==> src/rtl/ec_host_pkg.sv <==
package ec_host_pkg;

    typedef enum logic [2:0] {
        ST_IDLE,
        ST_RD_ADDR,
        ST_RD_LOAD,
        ST_WR_ADDR,
        ST_WR_DATA
    } seq_state_t;

    localparam logic [7:0] CMD_READ  = 8'h80;
    localparam logic [7:0] CMD_WRITE = 8'h81;

    localparam int STS_OBF_BIT = 0;
    localparam int STS_IBF_BIT = 1;

endpackage

==> src/rtl/ec_inbuf.sv <==
module ec_inbuf #(
    parameter int DW          = 8,
    parameter int CONSUME_CYC = 2
) (
    input  logic          clk,
    input  logic          rst_n,
    input  logic          wr_en,
    input  logic          wr_sel,
    input  logic [DW-1:0] wr_data,
    output logic          ibf,
    output logic          take,
    output logic [DW-1:0] byte_q,
    output logic          is_cmd_q
);
    localparam int CW = $clog2(CONSUME_CYC + 1);
    localparam logic [CW-1:0] CNT_LOAD = CW'(CONSUME_CYC);
    localparam logic [CW-1:0] CNT_LAST = CW'(1);

    logic [CW-1:0] cnt;

    always_ff @(posedge clk) begin
        if (!rst_n) begin
            ibf      <= 1'b0;
            cnt      <= '0;
            byte_q   <= '0;
            is_cmd_q <= 1'b0;
        end else if (wr_en && !ibf) begin
            ibf      <= 1'b1;
            cnt      <= CNT_LOAD;
            byte_q   <= wr_data;
            is_cmd_q <= wr_sel;
        end else if (ibf) begin
            if (cnt == CNT_LAST) ibf <= 1'b0;
            cnt <= cnt - CNT_LAST;
        end
    end

    assign take = ibf && (cnt == CNT_LAST);

    AST_IBF_FROM_WRITE: assert property (@(posedge clk) disable iff (!rst_n)
        $rose(ibf) |-> $past(wr_en));
    AST_BUSY_WRITE_DROPPED: assert property (@(posedge clk) disable iff (!rst_n)
        (ibf && wr_en) |=> ($stable(byte_q) && $stable(is_cmd_q)));
    AST_TAKE_CLEARS: assert property (@(posedge clk) disable iff (!rst_n)
        take |=> !take);

endmodule

==> src/rtl/ec_outbuf.sv <==
module ec_outbuf #(
    parameter int DW = 8
) (
    input  logic          clk,
    input  logic          rst_n,
    input  logic          load,
    input  logic [DW-1:0] load_data,
    input  logic          host_take,
    output logic          obf,
    output logic [DW-1:0] data_q
);
    always_ff @(posedge clk) begin
        if (!rst_n) begin
            obf    <= 1'b0;
            data_q <= '0;
        end else if (load) begin
            obf    <= 1'b1;
            data_q <= load_data;
        end else if (host_take) begin
            obf    <= 1'b0;
        end
    end

    AST_OBF_FALL_ON_READ: assert property (@(posedge clk) disable iff (!rst_n)
        $fell(obf) |-> $past(host_take));
    AST_LOAD_WINS: assert property (@(posedge clk) disable iff (!rst_n)
        load |=> (obf && data_q == $past(load_data)));

endmodule

==> src/rtl/ec_seq.sv <==
module ec_seq
    import ec_host_pkg::*;
#(
    parameter int DW = 8
) (
    input  logic          clk,
    input  logic          rst_n,
    input  logic          take,
    input  logic          is_cmd,
    input  logic [DW-1:0] byte_in,
    input  logic [DW-1:0] mem_rdata,
    output logic [DW-1:0] reg_addr,
    output logic [DW-1:0] reg_wdata,
    output logic          reg_we,
    output logic          reg_re,
    output logic          ob_load,
    output logic [DW-1:0] ob_data
);
    localparam logic [DW-1:0] C_RD = DW'(CMD_READ);
    localparam logic [DW-1:0] C_WR = DW'(CMD_WRITE);

    seq_state_t state, nxt;
    logic [DW-1:0] addr_q;
    logic          got_cmd, got_data;

    assign got_cmd  = take && is_cmd;
    assign got_data = take && !is_cmd;

    always_ff @(posedge clk) begin
        if (!rst_n) begin
            state  <= ST_IDLE;
            addr_q <= '0;
        end else begin
            state <= nxt;
            if (state == ST_WR_ADDR && got_data) addr_q <= byte_in;
        end
    end

    always_comb begin
        nxt = state;
        if (got_cmd) begin
            if (byte_in == C_RD)      nxt = ST_RD_ADDR;
            else if (byte_in == C_WR) nxt = ST_WR_ADDR;
            else                      nxt = ST_IDLE;
        end else begin
            unique case (state)
                ST_IDLE:    nxt = ST_IDLE;
                ST_RD_ADDR: if (got_data) nxt = ST_RD_LOAD;
                ST_RD_LOAD: nxt = ST_IDLE;
                ST_WR_ADDR: if (got_data) nxt = ST_WR_DATA;
                ST_WR_DATA: if (got_data) nxt = ST_IDLE;
                default:    nxt = ST_IDLE;
            endcase
        end
    end

    always_comb begin
        reg_addr  = '0;
        reg_wdata = '0;
        reg_we    = 1'b0;
        reg_re    = 1'b0;
        ob_load   = 1'b0;
        ob_data   = mem_rdata;
        unique case (state)
            ST_IDLE: ;
            ST_RD_ADDR: if (got_data) begin
                reg_re   = 1'b1;
                reg_addr = byte_in;
            end
            ST_RD_LOAD: ob_load = 1'b1;
            ST_WR_ADDR: ;
            ST_WR_DATA: if (got_data) begin
                reg_we    = 1'b1;
                reg_addr  = addr_q;
                reg_wdata = byte_in;
            end
            default: ;
        endcase
    end

    AST_ONE_ACCESS: assert property (@(posedge clk) disable iff (!rst_n)
        $onehot0({reg_we, reg_re, ob_load}));
    AST_WE_SINGLE: assert property (@(posedge clk) disable iff (!rst_n)
        reg_we |=> !reg_we);
    AST_RE_THEN_LOAD: assert property (@(posedge clk) disable iff (!rst_n)
        reg_re |=> ob_load);
    AST_CMD_NO_ACCESS: assert property (@(posedge clk) disable iff (!rst_n)
        got_cmd |-> (!reg_we && !reg_re));
    AST_IDLE_QUIET: assert property (@(posedge clk) disable iff (!rst_n)
        (state == ST_IDLE) |-> (!reg_we && !reg_re));

endmodule

==> src/rtl/ec_host_port.sv <==
module ec_host_port
    import ec_host_pkg::*;
#(
    parameter int DW          = 8,
    parameter int CONSUME_CYC = 2
) (
    input  logic          clk,
    input  logic          rst_n,
    input  logic          host_sel,
    input  logic          host_wr,
    input  logic          host_rd,
    input  logic [DW-1:0] host_wdata,
    output logic [DW-1:0] host_rdata,
    output logic [DW-1:0] reg_addr,
    output logic [DW-1:0] reg_wdata,
    output logic          reg_we,
    output logic          reg_re,
    input  logic [DW-1:0] reg_rdata
);
    logic          ibf, obf, take, is_cmd, ob_load, host_take;
    logic [DW-1:0] in_byte, ob_data, ob_q, status;

    assign host_take = host_rd && !host_sel;

    ec_inbuf #(.DW(DW), .CONSUME_CYC(CONSUME_CYC)) u_in (
        .clk(clk), .rst_n(rst_n), .wr_en(host_wr), .wr_sel(host_sel),
        .wr_data(host_wdata), .ibf(ibf), .take(take),
        .byte_q(in_byte), .is_cmd_q(is_cmd)
    );

    ec_seq #(.DW(DW)) u_seq (
        .clk(clk), .rst_n(rst_n), .take(take), .is_cmd(is_cmd),
        .byte_in(in_byte), .mem_rdata(reg_rdata), .reg_addr(reg_addr),
        .reg_wdata(reg_wdata), .reg_we(reg_we), .reg_re(reg_re),
        .ob_load(ob_load), .ob_data(ob_data)
    );

    ec_outbuf #(.DW(DW)) u_out (
        .clk(clk), .rst_n(rst_n), .load(ob_load), .load_data(ob_data),
        .host_take(host_take), .obf(obf), .data_q(ob_q)
    );

    always_comb begin
        status              = '0;
        status[STS_IBF_BIT] = ibf;
        status[STS_OBF_BIT] = obf;
    end

    assign host_rdata = host_sel ? status : ob_q;

    AST_STATUS_READ_KEEPS_OBF: assert property (@(posedge clk) disable iff (!rst_n)
        (host_rd && host_sel && obf) |=> obf);

endmodule

==> config.mk <==
export PLATFORM = sky130hd
export DESIGN_NAME = ec_host_port
export DESIGN_NICKNAME = d
export VERILOG_FILES = /design/src/rtl/ec_host_pkg.sv /design/src/rtl/ec_inbuf.sv /design/src/rtl/ec_outbuf.sv /design/src/rtl/ec_seq.sv /design/src/rtl/ec_host_port.sv
export SDC_FILE = /design/constraint.sdc
export NUM_CORES = 1
export LEC_CHECK = 0
export ABC_AREA = 0
export BUFFER_PORTS_ARGS = -buffer_cell sky130_fd_sc_hd__buf_2
export CAP_MARGIN = 20
export CELL_PAD_IN_SITES_DETAIL_PLACEMENT = 2
export CELL_PAD_IN_SITES_GLOBAL_PLACEMENT = 2
export CORE_MARGIN = 2
export CORE_UTILIZATION = 31
export DETAILED_ROUTE_END_ITERATION = 10
export PLACE_DENSITY_LB_ADDON = 0.2
export SLEW_MARGIN = 15
export SYNTH_ARGS = -nofsm -noshare
export SYNTH_HDL_FRONTEND = slang
export SYNTH_SLANG_ARGS = --single-unit
==> constraint.sdc <==
create_clock -name clk -period 4 [get_ports clk]
set_input_delay 0.6 -clock clk [delete_from_list [all_inputs] [get_ports clk]]
set_output_delay 0.6 -clock clk [all_outputs]
set_load 0.05 [all_outputs]
==> metrics.cfg <==
[timing]
fin_crit_ns = 2.76
setup_viol = 0
slew_headroom_pct = 42.2
fin_worst_skew_ns = 0.00452
worstMarginPinSlew_ns = 0.863
tns_ns = 0
fmax_ghz = 0.362
min_period_over_period_pct = 69.0
hold_viol = 0
rsz0062_at_grt = false
setup_ws_ns = 1.24
drv_slew = 0

[floorplanning]
pin_count = 47
die-height_um = 73.9
core_um2 = 4720
dieWidth_um = 73.9
dieArea_um2 = 5470
start_util_pct = 32.1
rows = 25

[yosys]
syn_nets = 187
synth_flop_cell = dfxtp_1
synth_top_area_share_pct = 42.2
synth_common_cells = nand2_1 (35), dfxtp_1 (32), mux2i_1 (18)
yosysWarningCount = 0
netlist_area_um2 = 1520
synth_most_common_cell = nand2_1
synth_seq_cells = 32
avgSynthCellArea_um2 = 9.19
netlist_instances = 165
yosysSeqAreaShare_pct = 42.2
ys_types = 29
yosysTopAreaCell = dfxtp_1
synth.top_cells.by_area = dfxtp_1 (42%), mux2i_1 (12%), nand2_1 (8.7%)
synth_edf_count = 0
async_flop_share_pct = 0

[placement]
port_buffers = 46
place_area_um2 = 1800
post-dp-hpwl_mm = 2.91
dp_slack_ns = 1.51
dp_cells = 269
gp_congestion = 0.686

[setup_path]
r2r-start = u_seq.state[1]
r2r_cells = 3
worstPathRequired_ns = 3.40
crit_path_start_kind = register
crit_arrival_ns = 2.16
crit_path_end_kind = output port
crit_fanout = 17
path_class = register to output port
r2r_slack_ns = 2.24
r2r-end = u_out.data_q[6]

[clocking]
clock_latency_ns = 0.27
cts_made_buffers = 5
htree_levels = 2
clockRootBuffer = clkbuf_8
hold_buffers = 0
postCtsSetupRepairBufs = 0
clock-sinks = 32
clk_pin_slew_ns = 0.06
clockBufferDepth = 2
cts.repair.resized = 0
cts_tree = yes

[global_route]
first_global_vias = 1370
grt_max_degree = 40
grt_use_total_pct = 15.8
grt_pass1_wl_mm = 6.62
grt_remaining_overflow = 0
antenna_found_initial = 0

[route]
wl_per_cell_um = 13.9
drc_errors = 0
ant_nets = 0
drt_iter0_drc = 31
routed_wl_mm = 3.83
vias = 1308
drt_first_pass_iters = 4
vias_per_cell = 4.74

[hold_path]
hp-class = register to register
hold_depth = 2
min-delay-start = u_seq.addr_q[5]
hold_end = u_seq.addr_q[5]

[status]
outcome = finished, final reports clean

[final_layout]
stdcell_area_um2 = 1880
instances_no_fill = 276
syn_to_final_growth_pct = 24.0
multi_input_area_um2 = 833
final_layout_size_suffix_gt1_share_pct = 28.2
nFillCells = 562
nets = 231
diodes = 0
seq_area_um2 = 641

[power_and_ir_drop]
combPwrFrac_pct = 7.3
switching_share_pct = 23.7
power.internal_uw = 465
p_sw_uw = 145
vdd_drop_max_mv = 0.192
seq_power_share_pct = 55.3
power.density_nw_per_um2 = 324
clock_power_share_pct = 37.4
p_total_uw = 610
power.leakage_nw = 0.754

[run]
maxCapViolCount = 0

==> stage by stage <==
stage | util, % | hold WS, ns
after floorplan | - | 0.434
after global placement | 38.2 | 0.442
after detailed placement | 38.2 | 0.461
after CTS | 39.8 | 0.469
after global routing | 39.8 | 0.498
final | 39.8 | 0.462
==> how the worst max path moves through the flow <==
stage,cells after the start,slack [ns],start,to
after floorplan,4,1.39,u_in.cnt[0],reg_addr[0]
after global placement,4,1.63,u_in.ibf,reg_addr[2]
after detailed placement,4,1.51,u_in.ibf,reg_addr[6]
after CTS,4,1.19,u_in.ibf,reg_addr[4]
after global routing,4,1.04,u_in.ibf,reg_addr[7]
final,4,1.24,u_in.ibf,reg_addr[4]
==> cells in the final DEF (no fill, tap or decap) <==
| cell | n |
|---|---|
| o21ai_0 | 1 |
| nand2_1 | 35 |
| clkbuf_1 | 1 |
| o21a_1 | 1 |
| o22ai_1 | 1 |
| a22o_1 | 8 |
| or4b_1 | 1 |
| nor3_1 | 1 |
| clkinv_2 | 1 |
| or3_1 | 1 |
| ha_1 | 1 |
| nand3b_1 | 1 |
| a21boi_0 | 9 |
| inv_1 | 2 |
| mux2_2 | 2 |
| clkbuf_8 | 5 |
| nor2_1 | 2 |
| and2_1 | 9 |
| or4_1 | 1 |
| mux2i_1 | 18 |
| nor4b_2 | 1 |
| buf_4 | 1 |
| a21oi_1 | 1 |
| nor2b_1 | 17 |
| dfxtp_1 | 32 |
| nor3b_2 | 1 |
| nor3b_1 | 1 |
| nand2b_1 | 5 |
| buf_2 | 46 |
| o311a_1 | 1 |
| nor4_4 | 2 |
==> critical path: stages, from the launching register on <==
cell and delay, ns:
dfxtp_1 0.47, nand2_1 0.23, nor4_4 0.68, a22o_1 0.24, buf_2 0.26
==> kinds of logic after synthesis <==
family / count (synthesis) / share of synthesized area (%)
compound gates: 22 / 11.3
fa+ha+maj: 1 / 0.825
buf+inv: 12 / 3.55
flops: 32 / 42.2
mux: 20 / 13.4
simple gates: 78 / 28.7
==> state kept, by name (all words and copies together), names as in the netlist <==
signal and flops:
u_seq.state 3, u_in.cnt 2, u_in.byte_q 8, u_out.data_q 8, u_in.ibf 1, u_out.obf 1
u_in.is_cmd_q 1, u_seq.addr_q 8
==> metal layers <==
metal  wire length, um  global-route usage (%)  vias to the layer above
met5                 0                       0                        -
met4                17                    4.24                        0
met3               165                    4.88                        2
met2              1830                    25.9                       25
met1              1810                    20.2                      637
li1                  -                       -                      644
==> power groups by stage <==
stage	clock, mW	combinational [mW]	sequential (mW)
3_3_place_gp	0	0.0429	0.344
3_5_place_dp	0	0.0457	0.344
4_1_cts	0.239	0.0458	0.337
2_1_floorplan	0	0.0292	0.340
6_report	0.228	0.0444	0.337
5_1_grt	0.258	0.0507	0.338
==> final cells by class <==
type,count,area share (%)
inverter,2,0.399
multi-input combinational,121,44.3
tap,67,4.46
timing repair buffer,47,12.6
sequential,32,34.1
clock inverter,1,0.266
clock buffer,6,3.86
(Power assumes the default switching activity.)
